**src/rtl/lvt_pkg.sv**
```systemverilog
// Package: constants shared by the shift-register timing generator.
// Assumes a 16-bit Fibonacci register with feedback taps 15, 4, 2 and 1.
package lvt_pkg;
    localparam int          LFSR_W    = 16;
    localparam logic [15:0] LFSR_SEED = 16'hFFFF;
    // Tap mask: bits 15, 4, 2, 1 feed the XOR for the new bit 0
    localparam logic [15:0] LFSR_TAPS = 16'h8016;
    localparam int          PIX_W     = 12;
    localparam int          NUM_WIN   = 4;
endpackage

```
**src/rtl/lvt_lfsr_ctr.sv**
```systemverilog
// Position counter built from a Fibonacci shift register.
// Each enabled step shifts toward the MSB and inserts the XOR of the tapped
// bits at bit 0. On a step taken while the state equals wrap_val it reloads
// to SEED instead. park holds it at SEED. Assumes wrap_val is reachable.
module lvt_lfsr_ctr #(
    parameter int             W    = 16,
    parameter logic [W-1:0]   SEED = '1,
    parameter logic [W-1:0]   TAPS = 16'h8016
) (
    input  logic          clk,
    input  logic          rst_n,
    input  logic          park,
    input  logic          step,
    input  logic [W-1:0]  wrap_val,
    output logic [W-1:0]  state,
    output logic          at_wrap
);
    logic [W-1:0] nxt;

    // Comparator against the programmed end state
    assign at_wrap = (state == wrap_val);

    // Next state of the shift register
    assign nxt = {state[W-2:0], ^(state & TAPS)};

    // Counter register: seed on reset or park, reload on wrap, else shift
    always_ff @(posedge clk) begin
        if (!rst_n || park) begin
            state <= SEED;
        end else if (step) begin
            state <= at_wrap ? SEED : nxt;
        end
    end
endmodule

```
**src/rtl/lvt_window.sv**
```systemverilog
// Half-open window decoder on a counter state. win is high from the state
// equal to on_val up to, but not including, the state equal to off_val.
// A flag carries the window across states between the two matches and is
// updated once per counter step (adv). Assumes on_val and off_val differ.
module lvt_window #(
    parameter int W = 16
) (
    input  logic          clk,
    input  logic          rst_n,
    input  logic          park,
    input  logic          adv,
    input  logic [W-1:0]  state,
    input  logic [W-1:0]  on_val,
    input  logic [W-1:0]  off_val,
    output logic          win
);
    logic flag_q;
    logic hit_on;
    logic hit_off;

    // Matches on the current counter state
    assign hit_on  = (state == on_val);
    assign hit_off = (state == off_val);

    // Window value for the present count
    assign win = !park && (hit_on || (flag_q && !hit_off));

    // Carry the window into the next count
    always_ff @(posedge clk) begin
        if (!rst_n || park) begin
            flag_q <= 1'b0;
        end else if (adv) begin
            flag_q <= win;
        end
    end
endmodule

```
**src/rtl/lvt_bin_ctr.sv**
```systemverilog
// Binary coordinate counter. On each adv it clears while run is low and
// otherwise counts up, holding at lim-1. Assumes lim is at least 1 when used.
module lvt_bin_ctr #(
    parameter int W = 12
) (
    input  logic          clk,
    input  logic          rst_n,
    input  logic          park,
    input  logic          adv,
    input  logic          run,
    input  logic [W-1:0]  lim,
    output logic [W-1:0]  val
);
    logic [W:0] inc;

    // Incremented value with a spare bit for the limit compare
    assign inc = {1'b0, val} + {{W{1'b0}}, 1'b1};

    // Coordinate register: clear outside the window, saturate at the limit
    always_ff @(posedge clk) begin
        if (!rst_n || park) begin
            val <= '0;
        end else if (adv) begin
            if (!run) begin
                val <= '0;
            end else if (inc < {1'b0, lim}) begin
                val <= inc[W-1:0];
            end
        end
    end
endmodule

```
**src/rtl/lvt_timing_gen.sv**
```systemverilog
// Top of the shift-register video timing generator.
// The horizontal counter steps on every pix_ce and wraps on h_line_last.
// The vertical counter steps on each horizontal wrap and wraps on
// v_frame_last. Four window decoders produce the display-enable and sync
// strobes for the two axes. Two binary counters give the pixel coordinates.
// Assumes all position inputs are shift-register states and are held
// stable while the generator runs.
module lvt_timing_gen #(
    parameter int LW = lvt_pkg::LFSR_W,
    parameter int PW = lvt_pkg::PIX_W
) (
    input  logic           clk,
    input  logic           rst_n,
    input  logic           pix_ce,
    input  logic           pwr_down,
    input  logic [LW-1:0]  h_act_start,
    input  logic [LW-1:0]  h_act_stop,
    input  logic [LW-1:0]  h_line_last,
    input  logic [LW-1:0]  h_sync_on,
    input  logic [LW-1:0]  h_sync_off,
    input  logic [LW-1:0]  v_act_start,
    input  logic [LW-1:0]  v_act_stop,
    input  logic [LW-1:0]  v_frame_last,
    input  logic [LW-1:0]  v_sync_on,
    input  logic [LW-1:0]  v_sync_off,
    input  logic [PW-1:0]  h_active_px,
    input  logic [PW-1:0]  v_active_ln,
    output logic           hsync,
    output logic           vsync,
    output logic           disp_en,
    output logic [PW-1:0]  pix_x,
    output logic [PW-1:0]  pix_y
);
    localparam int NW = lvt_pkg::NUM_WIN;
    localparam int IX_HDE = 0;
    localparam int IX_HS  = 1;
    localparam int IX_VDE = 2;
    localparam int IX_VS  = 3;

    logic [LW-1:0] h_state;
    logic [LW-1:0] v_state;
    logic          h_wrap;
    logic          v_wrap;
    logic          v_step;
    logic [PW-1:0] x_q;
    logic [PW-1:0] y_q;

    logic [LW-1:0] w_state [NW];
    logic [LW-1:0] w_on    [NW];
    logic [LW-1:0] w_off   [NW];
    logic          w_adv   [NW];
    logic          w_out   [NW];

    // Vertical advances once per completed line
    assign v_step = pix_ce && h_wrap;

    lvt_lfsr_ctr #(
        .W(LW), .SEED(lvt_pkg::LFSR_SEED), .TAPS(lvt_pkg::LFSR_TAPS)
    ) u_hctr (
        .clk(clk), .rst_n(rst_n), .park(pwr_down), .step(pix_ce),
        .wrap_val(h_line_last), .state(h_state), .at_wrap(h_wrap)
    );

    lvt_lfsr_ctr #(
        .W(LW), .SEED(lvt_pkg::LFSR_SEED), .TAPS(lvt_pkg::LFSR_TAPS)
    ) u_vctr (
        .clk(clk), .rst_n(rst_n), .park(pwr_down), .step(v_step),
        .wrap_val(v_frame_last), .state(v_state), .at_wrap(v_wrap)
    );

    // Route counter, bounds and step strobe to each window decoder
    always_comb begin
        w_state[IX_HDE] = h_state;     w_adv[IX_HDE] = pix_ce;
        w_on[IX_HDE]    = h_act_start; w_off[IX_HDE] = h_act_stop;
        w_state[IX_HS]  = h_state;     w_adv[IX_HS]  = pix_ce;
        w_on[IX_HS]     = h_sync_on;   w_off[IX_HS]  = h_sync_off;
        w_state[IX_VDE] = v_state;     w_adv[IX_VDE] = v_step;
        w_on[IX_VDE]    = v_act_start; w_off[IX_VDE] = v_act_stop;
        w_state[IX_VS]  = v_state;     w_adv[IX_VS]  = v_step;
        w_on[IX_VS]     = v_sync_on;   w_off[IX_VS]  = v_sync_off;
    end

    for (genvar g = 0; g < NW; g++) begin : g_win
        lvt_window #(.W(LW)) u_win (
            .clk(clk), .rst_n(rst_n), .park(pwr_down), .adv(w_adv[g]),
            .state(w_state[g]), .on_val(w_on[g]), .off_val(w_off[g]),
            .win(w_out[g])
        );
    end

    lvt_bin_ctr #(.W(PW)) u_xctr (
        .clk(clk), .rst_n(rst_n), .park(pwr_down), .adv(pix_ce),
        .run(w_out[IX_HDE]), .lim(h_active_px), .val(x_q)
    );

    lvt_bin_ctr #(.W(PW)) u_yctr (
        .clk(clk), .rst_n(rst_n), .park(pwr_down), .adv(v_step),
        .run(w_out[IX_VDE]), .lim(v_active_ln), .val(y_q)
    );

    // Output strobes and coordinates gated by the display window
    assign hsync   = w_out[IX_HS];
    assign vsync   = w_out[IX_VS];
    assign disp_en = w_out[IX_HDE] && w_out[IX_VDE];
    assign pix_x   = disp_en ? x_q : '0;
    assign pix_y   = disp_en ? y_q : '0;
endmodule

```
**config.mk**
```make
export PLATFORM = sky130hd
export DESIGN_NAME = lvt_timing_gen
export DESIGN_NICKNAME = d
export VERILOG_FILES = /design/src/rtl/lvt_pkg.sv /design/src/rtl/lvt_lfsr_ctr.sv /design/src/rtl/lvt_window.sv /design/src/rtl/lvt_bin_ctr.sv /design/src/rtl/lvt_timing_gen.sv
export SDC_FILE = /design/constraint.sdc
export NUM_CORES = 1
export LEC_CHECK = 0
export BUFFER_PORTS_ARGS = -buffer_cell sky130_fd_sc_hd__buf_2
export CORE_ASPECT_RATIO = 0.8
export CORE_MARGIN = 2
export CORE_UTILIZATION = 54
export DETAILED_ROUTE_END_ITERATION = 12
export HOLD_SLACK_MARGIN = 0.03
export PLACE_DENSITY = 0.84
export RECOVER_POWER = 50
export SYNTH_ARGS = -nofsm -noshare
export SYNTH_HDL_FRONTEND = slang
export SYNTH_SLANG_ARGS = --single-unit
```
**constraint.sdc**
```tcl
create_clock -name clk -period 7.8 [get_ports clk]
set_input_delay 0 -clock clk [delete_from_list [all_inputs] [get_ports clk]]
set_output_delay 0 -clock clk [all_outputs]
set_load 0.05 [all_outputs]
```
==> parameters.txt <==
Parameter                              Value

Yosys
  Share of the synthesized area in the top cell type    0.219
  Number of nets produced by synthesis    a little under 900
  Dominant cells by area after synthesis    sky130_fd_sc_hd__dfxtp_1 (22%), sky130_fd_sc_hd__xnor2_1 (14%), sky130_fd_sc_hd__xor2_1 (14%)
  Cell variety after synth    63
  Count of mapped cells out of synthesis    660
  EDFF count, synth    0
  Cell accounting for the most synthesized area    sky130_fd_sc_hd__dfxtp_1
  Main synth FF type    sky130_fd_sc_hd__dfxtp_1
  Number of warnings issued by yosys    0
  Synth Cell Area    approximately 5500 sq um
  Seq cells post-synth    60
  Share of flip-flops with an asynchronous set or reset    0
  Proportion of synthesized chip area in sequential cells    0.219
  Synthesized area divided by synthesized cell count    around 8.3 sq um

Cells and area
  Sequential cell area in the final layout    1200 sq um
  Fraction of layout cells with a size suffix above 1    0.289
  Ant diodes    0
  Filler cell count    between 800 and 900
  Area growth from synthesis to final layout    23.5%
  Total Nets Final    ~1.1k
  Multi-input gate area    3880 sq um

Place
  PortBufs    roughly 210
  Weighted congestion reported at the end of routability-driven placement    0.933
  Final HPWL DP    ~14 mm

Route
  Vias per cell    5.75
  Sum of routed wire length over all layers    17.1 mm
  Antenna Nets Post-Route    0
  Vias    about 5.6k
  Number of iterations in the first detailed-routing pass    7
  Wire length per cell after detailed routing    around 18 microns
  Count of routing violations after the opening detailed-route iteration    432
  Final routed DRC violation total    0

CTS
  Clock Path Buffers    2
  Clock tree from TritonCTS    done
  Clk_lat worst skew    about 0.32 ns
  # hold bufs at CTS    0
  Number of buffers added by the clock tree synthesis step    9
  CTS H-tree depth    3
  Number of post-CTS setup repair buffers    0
  Post-cts sizing count    0
  Buffer type at the clock tree root    sky130_fd_sc_hd__clkbuf_16
  Register clock-pin slew on the reported worst setup and hold paths    approximately 0.050 ns
  Clock sink total    60

Floorplanning
  Die outline area    ~11000 sq um
  Die width    117 microns
  Die boundary height    about 94 microns
  Core Rows    32
  Core Area    between 9000 and 10000 sq um
  I/O pin count    between 200 and 250
  Starting Density    0.562

STA
  Layout Skew    0.00691 ns
  Unrepaired setup endpoints after global routing    false
  Total count of max-transition violations in the final report    0
  Number of failing setup endpoints in the final timing report    0
  Peak Freq    approximately 230 MHz
  Worst-margin pin slew    roughly 1.1 ns
  Max-slew headroom    0.237
  Final critical-path share of the clock period    0.568
  Hold violation total from the final report    0
  Tmin final    4.43 ns
  Fin Setup TNS    0 ns

Setup path
  Cell Chain, Critical Path    nand3_1, or3_1, nor2_1, nand3_1, xor2_1, inv_1, ha_1, nand2b_1, a21oi_1, o21ai_1, nor3_1, nand2_1, o31ai_1
  Largest delay share family, worst path    simple AND/OR/NAND/NOR gates
  Stage delay of the slowest cell on the critical path    0.96 ns
  Crit. End Element    register
  Peak fanout along the critical path    11
  Max stage delay cell, worst path    sky130_fd_sc_hd__nor3_1
  CP bufs+invs    1
  Worst path most repeated cell    sky130_fd_sc_hd__nand3_1
  Worst path arrival time    roughly 4.6 ns
  Type of the worst setup path    register to register
  Data required time at the worst endpoint    approximately 8 ns
  Crit start category    register

GRT
  Final global-route overflow total    0
  Initial antenna violation count    0
  First-pass GRT wire length    26.5 mm
  Via count of the first global-routing pass    about 5.5k
  Largest net degree at the start of global routing    28
  Total routing resource utilization after global routing    0.312

Power
  Static Leakage    between 0.002 and 0.003 uW
  Power density over the cells    126 nW/um^2
  Tot Pwr    roughly 850 uW
  Worst vdd ir    0.106 mV

Job
  Max-cap violations    0

Hold path
  Worst hold path class    primary input to register

Outcome
  Outcome    finished clean
==> worst register-to-register path, stage by stage (launching register included) <==
cell and delay [ns]:
sky130_fd_sc_hd__dfxtp_1 0.46, sky130_fd_sc_hd__nand3_1 0.24, sky130_fd_sc_hd__or3_1 0.48, sky130_fd_sc_hd__nor2_1 0.24, sky130_fd_sc_hd__nand3_1 0.12, sky130_fd_sc_hd__xor2_1 0.19, sky130_fd_sc_hd__inv_1 0.06, sky130_fd_sc_hd__ha_1 0.17
sky130_fd_sc_hd__nand2b_1 0.14, sky130_fd_sc_hd__a21oi_1 0.15, sky130_fd_sc_hd__o21ai_1 0.19, sky130_fd_sc_hd__nor3_1 0.96, sky130_fd_sc_hd__nand2_1 0.54, sky130_fd_sc_hd__o31ai_1 0.38
==> cell usage in the layout (no fill, tap or decap), drive strengths merged, types with 2 or more instances in the layout <==
cell type and instances:
a21oi 15, mux2i 18, and3 2, xnor2 93, clkbuf 19, nand2 46, a211oi 3, or4 2
buf 209, inv 38, o22ai 3, o21ai 12, a31oi 3, nor3 8, nand3 18, o32ai 3
o31a 4, nor2 14, and2 17, bufinv 2, xor2 89, ha 26, or2 5, o2111ai 4
a211o 2, nor2b 4, a21o 5, nor4 39, nand4 35, o31ai 8, a21boi 2, o22a 16
dfxtp 60, nand2b 2, a22o 2
==> kinds of logic after synthesis <==
family          after synthesis  synth area share
compound gates               88             0.118
buf+inv                      88            0.0740
fa+ha+maj                    26            0.0592
xor+xnor                    182             0.296
flops                        60             0.219
mux                          18            0.0328
simple gates                198             0.202
==> Yosys cell counts (3+ instances only) <==
master	n
sky130_fd_sc_hd__xnor2_1	89
sky130_fd_sc_hd__xor2_1	89
sky130_fd_sc_hd__dfxtp_1	60
sky130_fd_sc_hd__nand2_1	46
sky130_fd_sc_hd__nor4_1	37
sky130_fd_sc_hd__inv_1	36
sky130_fd_sc_hd__nand4_1	35
sky130_fd_sc_hd__ha_1	26
sky130_fd_sc_hd__clkbuf_1	24
sky130_fd_sc_hd__mux2i_1	18
sky130_fd_sc_hd__and2_1	17
sky130_fd_sc_hd__nand3_1	17
sky130_fd_sc_hd__o22a_1	16
sky130_fd_sc_hd__a21oi_1	15
sky130_fd_sc_hd__buf_2	14
sky130_fd_sc_hd__nor2_1	14
sky130_fd_sc_hd__o21ai_1	9
sky130_fd_sc_hd__o31ai_1	8
sky130_fd_sc_hd__nor3_1	7
sky130_fd_sc_hd__a21o_1	5
sky130_fd_sc_hd__buf_6	5
sky130_fd_sc_hd__nor2b_1	4
sky130_fd_sc_hd__o2111ai_1	4
sky130_fd_sc_hd__o31a_1	4
sky130_fd_sc_hd__or2_2	4
sky130_fd_sc_hd__xnor2_2	4
sky130_fd_sc_hd__buf_1	3
sky130_fd_sc_hd__buf_4	3
sky130_fd_sc_hd__o22ai_1	3
sky130_fd_sc_hd__o32ai_1	3
==> worst paths after layout <==
kind	startpoint	end	slack (ns)	depth (start not counted)
max	u_xctr.val[0]	u_xctr.val[5]	3.37	13
max reg2reg	u_xctr.val[0]	u_xctr.val[5]	3.37	13
min	rst_n	g_win[0].u_win.flag_q	0.22	3
min reg2reg	g_win[3].u_win.flag_q	g_win[3].u_win.flag_q	0.50	1
==> sequential cells by signal, summed over array words and instances, names as in the netlist <==
| signal | flops |
|---|---|
| u_xctr.val | 12 |
| u_vctr.state | 16 |
| u_yctr.val | 12 |
| u_hctr.state | 16 |
| g_win.u_win.flag_q | 4 |
==> where the power goes <==
part / leakage (uW) / total, uW / switching [uW] / internal [uW]
sequential: 0.000485 / 308 / 1.14 / 307
combinational: 0.00223 / 125 / 59.1 / 65.9
clock: 0.000153 / 420 / 132 / 288
==> layout make-up <==
type	instances	area share
multi-input cells	512	0.572
clock inverters	4	0.0107
inverters	38	0.0210
well taps	136	0.0251
clock buffers	12	0.0363
flip-flops and latches	60	0.177
repair buffers	216	0.158
==> metal layers <==
layer	routed length [microns]	track usage	vias to the layer above	share of wire
met4	442	0.112	0	0.026
met2	8200	0.524	305	0.48
met5	0	0	-	0
met1	7160	0.398	2627	0.42
met3	1320	0.0587	43	0.077
li1	-	-	2649	-
==> per-stage QoR <==
step | instance area, sq um | util | hold slack (ns) | setup WS (ns) | instances
after CTS | 6810 | 0.697 | 0.228 | 3.51 | 978
after global placement | 6490 | 0.664 | 0.472 | 3.82 | 962
after floorplan | 5500 | - | 0.303 | 4.82 | 660
after global routing | 6790 | 0.695 | 0.278 | 2.99 | 978
after detailed placement | 6490 | 0.664 | 0.474 | 3.54 | 962
final | 6790 | 0.695 | 0.225 | 3.37 | 978
(Power assumes the default switching activity.)
